**src/rtl/dma_pkg.sv**
```systemverilog
package dma_pkg;
  typedef enum logic [2:0] {
    ST_IDLE = 3'd0,
    ST_ARM  = 3'd1,
    ST_REQ  = 3'd2,
    ST_RD   = 3'd3,
    ST_WR   = 3'd4,
    ST_HOLD = 3'd5
  } dma_st_e;
endpackage

```
**src/rtl/dma_regs.sv**
```systemverilog
module dma_regs #(
  parameter int AW = 8,
  parameter int DW = 8,
  parameter int CW = 8
) (
  input  logic          clk,
  input  logic          rst_n,
  input  logic          load,
  input  logic          step,
  input  logic          capture,
  input  logic [AW-1:0] src_i,
  input  logic [AW-1:0] dst_i,
  input  logic [CW-1:0] len_i,
  input  logic          dir_i,
  input  logic [DW-1:0] rdata_i,
  output logic [AW-1:0] src_o,
  output logic [AW-1:0] dst_o,
  output logic [DW-1:0] data_o,
  output logic          last_o
);
  localparam logic [CW-1:0] CNT_ONE = CW'(1);

  logic [AW-1:0] src_q, src_d, dst_q, dst_d;
  logic [CW-1:0] cnt_q, cnt_d;
  logic [DW-1:0] dat_q, dat_d;
  logic          dir_q, dir_d;

  always_comb begin
    src_d = src_q;
    dst_d = dst_q;
    cnt_d = cnt_q;
    dir_d = dir_q;
    dat_d = dat_q;
    if (load) begin
      src_d = src_i;
      dst_d = dst_i;
      cnt_d = len_i;
      dir_d = dir_i;
    end else if (step) begin
      cnt_d = cnt_q - CNT_ONE;
      if (dir_q) src_d = src_q + AW'(1);
      else       dst_d = dst_q + AW'(1);
    end
    if (capture) dat_d = rdata_i;
  end

  always_ff @(posedge clk or negedge rst_n) begin
    if (!rst_n) begin
      src_q <= '0;
      dst_q <= '0;
      cnt_q <= '0;
      dir_q <= 1'b0;
      dat_q <= '0;
    end else begin
      src_q <= src_d;
      dst_q <= dst_d;
      cnt_q <= cnt_d;
      dir_q <= dir_d;
      dat_q <= dat_d;
    end
  end

  assign src_o  = src_q;
  assign dst_o  = dst_q;
  assign data_o = dat_q;
  assign last_o = (cnt_q == CNT_ONE);
endmodule

```
**src/rtl/dma_seq.sv**
```systemverilog
module dma_seq
  import dma_pkg::*;
(
  input  logic clk,
  input  logic rst_n,
  input  logic start,
  input  logic len_zero,
  input  logic steal_i,
  input  logic ready,
  input  logic gnt,
  input  logic last,
  output logic load,
  output logic step,
  output logic capture,
  output logic rd_phase,
  output logic req,
  output logic drive,
  output logic we,
  output logic done,
  output logic busy,
  output logic steal_o
);
  dma_st_e st_q, st_d;
  logic    done_q, done_d;
  logic    steal_q, steal_d;

  always_comb begin
    st_d    = st_q;
    done_d  = done_q;
    steal_d = steal_q;
    load    = 1'b0;
    step    = 1'b0;
    capture = 1'b0;
    unique case (st_q)
      ST_IDLE: if (start) begin
        if (len_zero) begin
          done_d = 1'b1;
        end else begin
          load    = 1'b1;
          done_d  = 1'b0;
          steal_d = steal_i;
          st_d    = ST_ARM;
        end
      end
      ST_ARM:  if (ready) st_d = ST_REQ;
      ST_REQ:  if (gnt)   st_d = ST_RD;
      ST_RD: begin
        capture = 1'b1;
        st_d    = ST_WR;
      end
      ST_WR: begin
        step = 1'b1;
        if (last) begin
          done_d = 1'b1;
          st_d   = ST_IDLE;
        end else if (steal_q) st_d = ST_ARM;
        else if (ready)       st_d = ST_RD;
        else                  st_d = ST_HOLD;
      end
      ST_HOLD: if (ready) st_d = ST_RD;
      default: st_d = ST_IDLE;
    endcase
  end

  always_ff @(posedge clk or negedge rst_n) begin
    if (!rst_n) begin
      st_q    <= ST_IDLE;
      done_q  <= 1'b0;
      steal_q <= 1'b0;
    end else begin
      st_q    <= st_d;
      done_q  <= done_d;
      steal_q <= steal_d;
    end
  end

  assign req      = (st_q == ST_REQ) || (st_q == ST_RD) ||
                    (st_q == ST_WR)  || (st_q == ST_HOLD);
  assign drive    = (st_q == ST_RD) || (st_q == ST_WR);
  assign we       = (st_q == ST_WR);
  assign rd_phase = (st_q == ST_RD);
  assign busy     = (st_q != ST_IDLE);
  assign done     = done_q;
  assign steal_o  = steal_q;
endmodule

```
**src/rtl/dma_ctrl.sv**
```systemverilog
module dma_ctrl #(
  parameter int AW = 8,
  parameter int DW = 8,
  parameter int CW = 8
) (
  input  logic          clk,
  input  logic          rst_n,
  input  logic [AW-1:0] cfg_src,
  input  logic [AW-1:0] cfg_dst,
  input  logic [CW-1:0] cfg_len,
  input  logic          cfg_dir,
  input  logic          cfg_steal,
  input  logic          start,
  input  logic          periph_ready,
  output logic          bus_req,
  input  logic          bus_gnt,
  output logic          bus_drive,
  output logic          bus_we,
  output logic [AW-1:0] bus_addr,
  output logic [DW-1:0] bus_wdata,
  input  logic [DW-1:0] bus_rdata,
  output logic          done,
  output logic          busy
);
  logic          rst_s1, rst_sn;
  logic          load, step, capture, rd_phase, last, steal_q;
  logic [AW-1:0] src_a, dst_a;

  always_ff @(posedge clk or negedge rst_n) begin
    if (!rst_n) begin
      rst_s1 <= 1'b0;
      rst_sn <= 1'b0;
    end else begin
      rst_s1 <= 1'b1;
      rst_sn <= rst_s1;
    end
  end

  dma_regs #(.AW(AW), .DW(DW), .CW(CW)) u_regs (
    .clk     (clk),
    .rst_n   (rst_sn),
    .load    (load),
    .step    (step),
    .capture (capture),
    .src_i   (cfg_src),
    .dst_i   (cfg_dst),
    .len_i   (cfg_len),
    .dir_i   (cfg_dir),
    .rdata_i (bus_rdata),
    .src_o   (src_a),
    .dst_o   (dst_a),
    .data_o  (bus_wdata),
    .last_o  (last)
  );

  dma_seq u_seq (
    .clk      (clk),
    .rst_n    (rst_sn),
    .start    (start),
    .len_zero (cfg_len == '0),
    .steal_i  (cfg_steal),
    .ready    (periph_ready),
    .gnt      (bus_gnt),
    .last     (last),
    .load     (load),
    .step     (step),
    .capture  (capture),
    .rd_phase (rd_phase),
    .req      (bus_req),
    .drive    (bus_drive),
    .we       (bus_we),
    .done     (done),
    .busy     (busy),
    .steal_o  (steal_q)
  );

  assign bus_addr = rd_phase ? src_a : dst_a;
endmodule

```
**config.mk**
```make
export PLATFORM = sky130hd
export DESIGN_NAME = dma_ctrl
export DESIGN_NICKNAME = d
export VERILOG_FILES = /design/src/rtl/dma_pkg.sv /design/src/rtl/dma_regs.sv /design/src/rtl/dma_seq.sv /design/src/rtl/dma_ctrl.sv
export SDC_FILE = /design/constraint.sdc
export NUM_CORES = 1
export LEC_CHECK = 0
export ABC_AREA = 1
export BUFFER_PORTS_ARGS = -buffer_cell sky130_fd_sc_hd__buf_2
export CAP_MARGIN = 20
export CORE_AREA = 2 2 71 107
export DETAILED_ROUTE_END_ITERATION = 8
export DIE_AREA = 0 0 73 109
export GPL_TIMING_DRIVEN = 1
export SYNTH_ARGS = -nofsm -noshare
export SYNTH_HDL_FRONTEND = slang
export SYNTH_HIERARCHICAL = 1
export SYNTH_SLANG_ARGS = --single-unit
```
**constraint.sdc**
```tcl
create_clock -name clk -period 1.7 [get_ports clk]
set_input_delay 0 -clock clk [delete_from_list [all_inputs] [get_ports clk]]
set_output_delay 0 -clock clk [all_outputs]
set_load 0.02 [all_outputs]
```
## Word level (Yosys, flattened, before mapping)

Index checks and enable logic that the tools add are counted.

| cells by class | value |
|---|---|
| add/sub/neg operators | 3 |
| equality and inequality tests | 13 |
| multiplexer cells | 27 |
| bitwise logic cells | 1 |
| reductions and logical operators | 15 |

Operator list:

| cell | count |
|---|---|
| $mux 8 | 9 |
| $mux 3 | 8 |
| $pmux 3 s6 | 1 |
| $add 8x1->8 const B | 2 |
| $ne 2x2->1 const B | 6 |
| $eq 8x1->1 const B | 1 |
| $logic_not 8->1 | 1 |
| $mux 1 | 8 |
| $sub 8x1->8 const B | 1 |
| $eq 3x2->1 const B | 2 |
| $eq 3x3->1 const B | 2 |
| $reduce_and 3->1 | 2 |
| $reduce_bool 2->1 | 3 |
| $reduce_and 5->1 | 1 |
| $logic_or 1x1->1 | 4 |
| $reduce_and 2->1 | 2 |
| $eq 3x1->1 const B | 1 |
| $logic_not 3->1 | 1 |
| $reduce_bool 3->1 | 1 |
| $ne 2x1->1 const B | 1 |
| $pmux 1 s2 | 1 |
| $not 1->1 | 1 |

| storage, ports and cells | value |
|---|---|
| register bits | 40 |
| input bits | 39 |
| output and inout bits | 21 |
| word-level logic and storage cells | 69 |

## Depth between registers and ports, before layout

Gate-level depths: netlist of the first run.

| depth | value |
|---|---|
| depth after elaboration | 6 |
| mapped depth | 13 |
| depth with buffers taken out | 13 |

## By module

Netlist of the first run, hierarchy kept.

By module, submodules not included:

| module | instances | cells an instance | area each (µm²) | seq. area each (µm²) |
|---|---|---|---|---|
| dma_regs | 1 | 243 | 1855.5 | 825.8 |
| dma_seq | 1 | 53 | 354.1 | 125.1 |
| dma_ctrl | 1 | 35 | 191.4 | 50.0 |

## Least setup slack after synthesis of the first run

No wires, ideal clock.

| timing | value |
|---|---|
| path type | register to register |
| start point | reg u_seq.st_q[1] |
| end point | reg u_regs.dst_q[5] (netlist: u_regs/dst_o[5]) |
| setup time | 0.113 ns |
| arrival time | 1.324 ns |
| required time | 1.587 ns |
| path slack | 0.263 ns |
| stages on the path, launching flop included | 11 |
| buffers on the path | 0 |
| period minus slack after synthesis | 1.437 ns |
| cells stage by stage | dfrtp_1 nor2_2 nand3_1 inv_1 nor2_2 inv_2 nand2_2 a21oi_1 nand2_1 nand2_1 inv_1 |

| between the ends | value |
|---|---|
| cells in the longest elaborated chain, start to end | 4 |
| elaborated cells on any way between the ends | 8 |
| those cells by class | 2 x eq/ne; 3 x mux; 3 x reduce/logical |

Ends and longest elaborated chain:

| item | RTL line | text |
|---|---|---|
| from (decl) | dma_seq.sv:23 | `dma_st_e st_q, st_d;` |
| from (signal assigned) | dma_seq.sv:71 | `st_q <= st_d;` |
| $logic_not 3->1 (*) | dma_seq.sv:34 | `unique case (st_q)` |
| $mux 1 (*) | dma_seq.sv:34 |  |
| named net load | dma_ctrl.sv:26 | `logic load, step, capture, rd_phase, last, steal_q;` |
| $ne 2x2->1 (no source line) or $reduce_bool 2->1 (tied branches) | -- |  |
| $reduce_and 2->1 (no source line) | -- |  |
| to (signal assigned) | dma_regs.sv:56 | `dst_q <= dst_d;` |
| to (decl) | dma_regs.sv:23 | `logic [AW-1:0] src_q, src_d, dst_q, dst_d;` |

Mark *: on every way through the listed nets, which the timed path passes. The rest lies on a longest branch.
A chain may end at the register's enable or synchronous reset.

## Worst setup path after layout of the first run

| timing | value |
|---|---|
| start point | reg u_seq.st_q[1] |
| end point | out bus_addr[3] |

| between the ends | value |
|---|---|
| cells in the longest elaborated chain, start to end | 2 |

Ends and longest elaborated chain:

| item | RTL line | text |
|---|---|---|
| $eq 3x2->1 | dma_seq.sv:81 | `assign rd_phase = (st_q == ST_RD);` |
| $mux 8 | dma_ctrl.sv:77 | `assign bus_addr = rd_phase ? src_a : dst_a;` |
| to (decl) | dma_ctrl.sv:19 | `output logic [AW-1:0] bus_addr,` |

No other way between the ends.

==> run metrics, run 1 <==
Slew Limit Fails=0; Critical Path RT=1.70 ns; initial antenna violation count=0; core area=0.007084 mm^2; crit path kind=flip-flop to output pin; Hold WS=0.01600 ns; met3 usage=3.327%; Worst-Margin Slew=0.5044 ns; Setup Buffers After CTS=0; drt first pass iters=4; share of cells above drive strength 1=25.00%; Mapped Avg Cell Area=7.254 um^2; type of the most critical hold path=primary input to async pin; WL per Instance=12.72 um; run status=completed; CTS Buf Count=5; global-route wire length before repair=10920 um; Synth cell types=31; Rows=38; vias in the first global route=2549; Max Fclk=0.6224 GHz; I/O pins=60; unrepaired setup endpoints after global routing=false; n_diodes=0; met2 Use GR=33.46%; starting DRC count in detailed routing=92; CTS tree=done; Worst path slowest cell=dfrtp_1; CP endpoint kind=output pin; Gate Count Post-Synth=331; Root Buffer=clkbuf_8; met1 Track Usage GR=18.70%; # nets final=470; area added between synthesis and finish=35.02%; Final Skew=0.006704 ns; mapped cell area=0.002401 mm^2; # DRC=0; Die ar.=0.007957 mm^2; CTS H-Tree Depth=2; Yosys top cell by area=dfrtp_1; Final setup viols=0; final hold viol count=0; Max FO, Critical Path=24; Worst setup SP type=flip-flop; Max transition margin=66.37%; Total Routed Length=6460 um; DR vias=2469; Leakage=1.667 nW; fin crit share=94.51%; Mapped Nets=374; total gr overflow=0; synth top area cells=dfrtp_1, nand2_1, inv_1; I/O Buffers=59; # fillers=740; CP max stage delay=0.39 ns; top cell type's share of synthesized area=41.69%; setup TNS=0 ns; largest net degree at the start of global routing=39; maximum VDD drop=0.9606 mV; Die W=73 um; Via density=4.860; arrival time worst endpoint=1.61 ns; Cell Pwr Density=1717 mW/mm^2; clk slew on worst S/H paths=0.07 ns; Clock Tree Buf Depth=2; Min Clock Period, post-route=1.607 ns; GRT busiest layer=met2; sequential area share after synthesis=41.69%; Yosys warnings=6; CTS Sinks=40; Die H=109 um; GRT Total Usage=17.44%; Seq cells post-synth=40; Maximum Capacitance Violations=0; Starting Density=33.89%; Antenna Nets Post-Route=0; hpwl dp=4803 um; Critical Path, Cell by Cell=buf_4 > nand3_1 > inv_2 > buf_12 > o21ai_0 > buf_2; Clk Latency, worst-skew pair=0.29 ns; gpl congestion=0.7938
[critical path, delay by kind of cell (launching register included)]
kind / cells / cell delay (ns)
buf+inv: 4 / 0.58
flops: 1 / 0.39
compound gates: 1 / 0.19
simple gates: 1 / 0.15
[cell families after synthesis]
kind of cell | Yosys count | share of synthesized area [%]
simple gates | 177 | 31.16
buf+inv | 56 | 9.692
compound gates | 43 | 10.73
flops | 40 | 41.69
mux | 8 | 3.752
fa+ha+maj | 4 | 2.085
xor+xnor | 2 | 0.7297
other cells | 1 | 0.1562
[cells in the final DEF (no fill, tap or decap), drive strengths merged, types with 6 or more instances in the layout]
master	count
dfrtp	40
mux2	8
clkbuf	6
o21ai	22
buf	69
nor2	38
inv	48
nand3	28
nand2	101
o211ai	7
dlygate4sd3	28
[worst paths after layout]
kind | start | end | slack [ns] | depth (start not counted)
setup / recovery | u_seq/st_q[1] | bus_addr[3] | 0.09 | 6
hold / removal | rst_n | rst_s1 | 0.02 | 2
setup reg to reg | u_seq/st_q[0] | u_regs/dst_o[5] | 0.16 | 11
hold reg to reg | rst_sn | u_regs/dst_o[2] | 0.29 | 1
max in group asynchronous | rst_sn | u_seq/steal_o | 1.05 | 1
min in group clk | cfg_dst[3] | u_regs/dst_o[3] | 0.02 | 3
[cell usage after synthesis (all sizes together)]
library cell,count
a21oi,4
a22oi,4
a31oi,2
buf,7
clkbuf,1
conb,1
dfrtp,40
ha,4
inv,48
mux2,8
nand2,101
nand3,28
nand3b,1
nand4,4
nor2,38
nor3,4
o2111ai,1
o211ai,7
o21a,1
o21ai,22
o21bai,1
o221ai,1
or2,1
xnor2,1
xor2,1
[flip-flops by register name (all words and copies together) (netlist names)]
signal         count
u_regs/cnt_q       8
u_regs/dir_q       1
rst_sn             1
u_regs/data_o      8
u_seq/steal_o      1
rst_s1             1
u_seq/st_q         3
u_regs/dst_o       8
u_regs/src_o       8
u_seq/done         1
[through the flow]
step	cell area [um^2]	power (mW)	worst slack, ns	cells	utilization [%]
after detailed placement	2831	4.696	0.05814	472	39.97
final	3242	5.566	0.09326	508	45.76
after floorplan	2401	3.789	0.2634	331	-
after global routing	3242	6.042	0.009943	508	45.76
after global placement	2831	4.628	0.1277	472	39.97
after CTS	3219	5.549	0.05202	508	45.44
[routing by layer]
metal	vias up	routed length, um
met4	0	103
met1	1142	2636
li1	1252	-
met2	65	3437
met3	10	282
met5	-	0
[power by group]
group	internal [mW]	switching (mW)	leakage, nW	total, mW
registers	1.39	0.431	0.479	1.82
clock network	0.436	0.342	0.0552	0.779
logic	1.16	1.80	1.13	2.97
total	2.99	2.58	1.67	5.57
[final cells by class]
type,count,area [um^2],area share (%)
multi-input combinational,235,1180,36.40
sequential,40,1001,30.88
timing repair buffer,97,673.1,20.76
inverter,48,180.2,5.558
tap,80,100.1,3.088
clock buffer,6,72.57,2.239
clock inverter,2,35.03,1.081
[repair_timing]
action / CTS / global route
endpoints found under the setup margin: 0 / 10
hold endpoints to repair: 29 / 0
gates resized for setup: 0 / 9
hold buffers: 28 / 0
Power figures use the tool's default switching activity.
==> run 2, diff against run 1 <==
--- a/config.mk
+++ b/config.mk
@@ -6,7 +6,7 @@
 export NUM_CORES = 1
 export LEC_CHECK = 0
 export ABC_AREA = 1
-export BUFFER_PORTS_ARGS = -buffer_cell sky130_fd_sc_hd__buf_2
+export BUFFER_PORTS_ARGS = -buffer_cell sky130_fd_sc_hd__buf_4
 export CAP_MARGIN = 20
 export CORE_AREA = 2 2 71 107
 export DETAILED_ROUTE_END_ITERATION = 8
==> run metrics, run 2 (synthesized netlist as in run 1, its figures left out) <==
core area=0.007084 mm^2 (unchanged); leading cell type in the layout, fill and taps excluded=nand2_1 (unchanged); Worst-Margin Slew=0.5170 ns (was 0.5044 ns); Clock Power Share=12.5% (was 14.0%); setup TNS=0 ns (unchanged); Worst path slowest cell=dfrtp_1 (unchanged); area added between synthesis and finish=42.00% (was 35.02%); GRT Total Usage=16.90% (was 17.44%); I/O pins=60 (unchanged); Slew Limit Fails=0 (unchanged); Die H=109 um (unchanged); CP endpoint kind=output pin (unchanged); Cell Pwr Density=1650 mW/mm^2 (was 1717 mW/mm^2); run status=completed (unchanged); R2R cell count=10 (was 11); final cell count without fillers=512 (was 508); arrival time worst endpoint=1.59 ns (was 1.61 ns); critical path's most frequent cell=buf_4; WL per Instance=12.29 um (was 12.72 um); Min Clock Period, post-route=1.589 ns (was 1.607 ns); switching share of power=45.14% (was 46.28%); CTS Sinks=40 (unchanged); Clock Tree Buf Depth=2 (unchanged); Total Routed Length=6294 um (was 6460 um); post-layout util=48.13% (was 45.76%); fin crit share=93.46% (was 94.51%); type of the most critical hold path=primary input to flip-flop (was primary input to async pin); unrepaired setup endpoints after global routing=false (unchanged); share of cells above drive strength 1=24.77% (was 25.00%); gpl congestion=0.8314 (was 0.7938); Final Skew=0.004397 ns (was 0.006704 ns); critical path depth in cells=6 (unchanged); Max Fclk=0.6294 GHz (was 0.6224 GHz); Rows=38 (unchanged); Leakage=1.725 nW (was 1.667 nW); Die W=73 um (unchanged); commonest non-fill, non-tap cells in the layout=nand2_1, buf_4, dfrtp_1 (was nand2_1, buf_2, dfrtp_1); largest net degree at the start of global routing=39 (unchanged); Critical Path RT=1.70 ns (about the same); CTS Buf Count=5 (unchanged); Setup Buffers After CTS=0 (unchanged); vias in the first global route=2458 (was 2549); clk slew on worst S/H paths=0.08 ns (was 0.07 ns); CP Buf/Inv Count=4 (unchanged); starting DRC count in detailed routing=116 (was 92); Root Buffer=clkbuf_8 (unchanged); crit path kind=flip-flop to output pin (unchanged); global-route wire length before repair=10580 um (was 10920 um); Antenna Nets Post-Route=0 (unchanged); Die ar.=0.007957 mm^2 (unchanged); Logic pwr share=55.1% (was 53.3%); maximum VDD drop=0.9623 mV (was 0.9606 mV); n_diodes=0 (unchanged); hold depth=4; # nets final=475 (was 470); Clk Latency, worst-skew pair=0.29 ns (about the same); Seq pwr share=32.4% (was 32.7%); net switching power=2.539 mW (was 2.576 mW); initial antenna violation count=0 (unchanged); CTS tree=done (unchanged); Via density=4.801 (was 4.860); I/O Buffers=59 (unchanged); final hold viol count=0 (unchanged); drt first pass iters=4 (unchanged); hpwl dp=4660 um (was 4803 um); CTS H-Tree Depth=2 (unchanged); Worst setup SP type=flip-flop (unchanged); Critical Path, Cell by Cell=buf_4 > nand3_1 > inv_2 > buf_6 > o21ai_0 > buf_4 (was buf_4 > nand3_1 > inv_2 > buf_12 > o21ai_0 > buf_2); Starting Density=33.89% (unchanged); DR vias=2458 (was 2469); Max FO, Critical Path=16 (was 24); total gr overflow=0 (unchanged); family with the most delay on the worst path=buffers and inverters (unchanged); Final setup viols=0 (unchanged); Maximum Capacitance Violations=0 (unchanged); CP max stage delay=0.40 ns (was 0.39 ns); Max transition margin=65.53% (was 66.37%); dpl cells=473 (was 472); P_int=3.086 mW (was 2.990 mW); # DRC=0 (unchanged)
-- run 2: path summary, 6_finish.rpt --
check,slack [ns],start,to
hold reg to reg,0.31,rst_sn,u_seq/st_q[1]
setup / recovery,0.11,u_seq/st_q[1],bus_addr[5]
min in group asynchronous,0.02,rst_n,rst_sn
setup reg to reg,0.18,u_seq/st_q[0],u_regs/dst_o[5]
hold / removal,0.002,cfg_src[3],u_regs/src_o[3]
max in group asynchronous,1.03,rst_sn,u_regs/src_o[3]
-- run 2: worst register-to-register path, delay by kind of cell, from the launching register on --
family                 cells  cell delay [ns]
buffers and inverters      3             0.24
AO/OA/AOI/OAI              1             0.13
flip-flops                 1             0.43
AND/OR/NAND/NOR            6             0.62
-- run 2: layout make-up --
class / instances / area (um^2)
fill: 712 / 3675
multi-input combinational: 235 / 1167
sequential: 40 / 1001
timing repair buffer: 102 / 862.1
inverter: 48 / 182.7
tap: 80 / 100.1
clock buffer: 7 / 96.34
-- run 2: power by group through the flow --
| stage | Combinational, mW | Clock, mW | Sequential [mW] |
|---|---|---|---|
| 2_1_floorplan | 1.91 | 0 | 1.88 |
| 3_3_place_gp | 2.98 | 0 | 1.83 |
| 3_5_place_dp | 3.03 | 0 | 1.84 |
| 4_1_cts | 3.09 | 0.727 | 1.83 |
| 5_1_grt | 3.48 | 0.758 | 1.89 |
| 6_report | 3.10 | 0.703 | 1.82 |
-- run 2: what timing repair did --
item,4_1_cts,5_1_grt
gates resized for setup,0,8
endpoints found under the setup margin,0,15
hold endpoints to repair,33,0
hold buffers,32,0
-- run 2: routing by layer --
layer / global-route usage [%] / share of wire, % / routed length [um] / vias up
li1: - / - / - / 1256
met1: 18.96 / 42 / 2646 / 1122
met2: 30.69 / 51 / 3200 / 71
met3: 3.050 / 5.1 / 318 / 9
met4: 6.878 / 2.0 / 128 / 0
met5: 0 / 0 / 0 / -
-- run 2: stage by stage --
stage / power [mW] / worst slack (ns) / instance area (um^2) / hold WS, ns
after floorplan: 3.789 / 0.2634 / 2401 / -0.2956
after global placement: 4.812 / 0.1421 / 2987 / -0.2160
after detailed placement: 4.867 / 0.1037 / 2987 / -0.2158
after CTS: 5.642 / 0.04164 / 3403 / 0.002054
after global routing: 6.124 / 0.01038 / 3410 / 0.02550
final: 5.625 / 0.1111 / 3410 / 0.001853
==> run 3, diff against run 2 <==
--- a/config.mk
+++ b/config.mk
@@ -8,10 +8,13 @@
 export ABC_AREA = 1
 export BUFFER_PORTS_ARGS = -buffer_cell sky130_fd_sc_hd__buf_4
 export CAP_MARGIN = 20
+export CELL_PAD_IN_SITES_DETAIL_PLACEMENT = 0
+export CELL_PAD_IN_SITES_GLOBAL_PLACEMENT = 1
 export CORE_AREA = 2 2 71 107
 export DETAILED_ROUTE_END_ITERATION = 8
 export DIE_AREA = 0 0 73 109
 export GPL_TIMING_DRIVEN = 1
+export PLACE_DENSITY_LB_ADDON = 0.1
 export SYNTH_ARGS = -nofsm -noshare
 export SYNTH_HDL_FRONTEND = slang
 export SYNTH_HIERARCHICAL = 1
==> run metrics, run 3 (synthesized netlist as in run 1, its figures left out) <==
vias in the first global route=2446 (was 2458); CTS tree=done (unchanged); total gr overflow=0 (unchanged); family with the most delay on the worst path=simple AND/OR/NAND/NOR gates (was buffers and inverters); GRT Total Usage=17.89% (was 16.90%); area added between synthesis and finish=43.10% (was 42.00%); switching share of power=43.98% (was 45.14%); DR vias=2426 (was 2458); commonest non-fill, non-tap cells in the layout=nand2_1, buf_4, dfrtp_1 (unchanged); net switching power=2.545 mW (was 2.539 mW); GRT busiest layer=met2 (unchanged); Logic pwr share=53.7% (was 55.1%); # DRC=0 (unchanged); arrival time worst endpoint=1.74 ns (was 1.59 ns); setup TNS=0 ns (unchanged); final hold viol count=0 (unchanged); critical path's most frequent cell=inv_2 (was buf_4); starting DRC count in detailed routing=74 (was 116); Max transition margin=65.94% (was 65.53%); I/O Buffers=59 (unchanged); fin crit share=91.26% (was 93.46%); Clock Tree Buf Depth=2 (unchanged); Crit Reg-Reg Endpoint=u_regs/dst_o[6] (was u_regs/dst_o[5]); CP Buf/Inv Count=3 (was 4); Clock Power Share=14.9% (was 12.5%); Leakage=1.740 nW (was 1.725 nW); Min Clock Period, post-route=1.551 ns (was 1.589 ns); largest net degree at the start of global routing=39 (unchanged); share of cells above drive strength 1=25.40% (was 24.77%); type of the most critical hold path=primary input to flip-flop (unchanged); met2 Use GR=33.53% (was 30.69%); Cell Pwr Density=1684 mW/mm^2 (was 1650 mW/mm^2); WL per Instance=12.71 um (was 12.29 um); CTS Sinks=40 (unchanged); I/O pins=60 (unchanged); Max Fclk=0.6446 GHz (was 0.6294 GHz); hpwl dp=4975 um (was 4660 um); final cell count without fillers=513 (was 512); run status=completed (unchanged); Worst path slowest cell=dfrtp_1 (unchanged); Die W=73 um (unchanged); gpl congestion=0.8168 (was 0.8314); drt first pass iters=4 (unchanged); Worst setup SP type=flip-flop (unchanged); Total Routed Length=6520 um (was 6294 um); dpl cells=474 (was 473); CP max stage delay=0.39 ns (was 0.40 ns); Die H=109 um (unchanged); # nets final=475 (unchanged); clk slew on worst S/H paths=0.08 ns (about the same); Slew Limit Fails=0 (unchanged); Critical Path, Cell by Cell=nor2_2 > nand3_1 > inv_2 > inv_2 > buf_4 > or2_2 > nand2_1 > nor2_1 (was buf_4 > nand3_1 > inv_2 > buf_6 > o21ai_0 > buf_4); met1 Track Usage GR=20.79% (was 18.96%); unrepaired setup endpoints after global routing=false (unchanged); reg2reg setup slack=0.15 ns (was 0.18 ns); Max FO, Critical Path=11 (was 16); met3 usage=2.403% (was 3.050%); R2R cell count=8 (was 10); CTS H-Tree Depth=2 (unchanged); Seq pwr share=31.4% (was 32.4%); n_diodes=0 (unchanged); Critical Path RT=1.89 ns (was 1.70 ns); Worst-Margin Slew=0.5110 ns (was 0.5170 ns); leading cell type in the layout, fill and taps excluded=nand2_1 (unchanged); crit path kind=flip-flop to flip-flop (was flip-flop to output pin); Starting Density=33.89% (unchanged); Hold EP=u_regs/src_o[1] (was u_regs/src_o[3]); Hold WS=0.007195 ns (was 0.001853 ns); Final Skew=0.002463 ns (was 0.004397 ns); initial antenna violation count=0 (unchanged); core area=0.007084 mm^2 (unchanged); Die ar.=0.007957 mm^2 (unchanged); Root Buffer=clkbuf_8 (unchanged); global-route wire length before repair=11120 um (was 10580 um); Via density=4.729 (was 4.801); CTS Buf Count=5 (unchanged); Final setup viols=0 (unchanged); overall power=5.787 mW (was 5.625 mW); P_int=3.242 mW (was 3.086 mW); Clk Latency, worst-skew pair=0.29 ns (about the same); CP endpoint kind=flip-flop (was output pin); Maximum Capacitance Violations=0 (unchanged); hold depth=3 (was 4); Rows=38 (unchanged); maximum VDD drop=0.8849 mV (was 0.9623 mV); min-delay src=cfg_src[1] (was cfg_src[3]); Reg-to-Reg Start=u_seq/st_q[0] (unchanged); Antenna Nets Post-Route=0 (unchanged)
-- run 3: cell types whose count changed in the layout (fill, tap and decap cells not counted) --
cell / delta
buf_4: +2
buf_6: -1
bufinv_16: +1
dlygate4sd3_1: -1
inv_2: +1
inv_4: -1
nand3_1: -1
nand3_2: +1
o21ai_0: +4
o21ai_1: -4
-- run 3: per-layer routing --
metal	share of wire, %	up-vias
met4	1.2	0
met3	2.9	6
met1	41	1116
li1	-	1260
met2	55	44
met5	0	-
-- run 3: how the worst max path moves through the flow --
stage,start,endpoint,slack (ns),cells past startpoint
after floorplan,u_seq/st_q[1],u_regs/dst_o[5],0.26,10
after global placement,u_seq/st_q[0],u_regs/dst_o[6],0.1,8
after detailed placement,u_seq/st_q[0],u_regs/dst_o[6],0.05,8
after CTS,u_seq/st_q[0],u_regs/dst_o[6],0.05,8
after global routing,u_seq/st_q[0],u_regs/dst_o[6],0.005,8
final,u_seq/st_q[0],u_regs/dst_o[6],0.15,8
-- run 3: worst min-delay path: stages --
cell and delay, ns:
buf_4 0.11, nand2_1 0.08, a31oi_1 0.08
-- run 3: through the flow --
| step | setup WS [ns] | cell area (um^2) | util, % |
|---|---|---|---|
| 2_1_floorplan | 0.2634 | 2401 | - |
| 3_3_place_gp | 0.09683 | 2994 | 42.26 |
| 3_5_place_dp | 0.05393 | 2994 | 42.26 |
| 4_1_cts | 0.04743 | 3431 | 48.43 |
| 5_1_grt | 0.005074 | 3436 | 48.50 |
| 6_report | 0.1486 | 3436 | 48.50 |
-- run 3: power groups by stage --
stage | clock, mW | sequential (mW) | combinational [mW]
after detailed placement | 0 | 1.84 | 3.07
after global routing | 0.926 | 1.89 | 3.52
after global placement | 0 | 1.83 | 3.05
after floorplan | 0 | 1.88 | 1.91
after CTS | 0.888 | 1.82 | 3.14
final | 0.862 | 1.82 | 3.11
-- run 3: what timing repair did --
| item | 4_1_cts | 5_1_grt |
|---|---|---|
| setup buffers | 0 | 0 |
| setup endpoints to repair | 0 | 17 |
| hold buffers | 31 | 0 |
| endpoints found under the hold margin | 32 | 0 |
| resized for setup | 0 | 3 |
-- run 3: area by class of cell --
cell class	instances	area, um^2
Fill cell	727	3649
Multi-Input combinational cell	235	1172
Sequential cell	40	1001
Timing Repair Buffer	102	855.8
Inverter	48	180.2
Tap cell	80	100.1
Clock buffer	7	96.34
Clock inverter	1	30.03
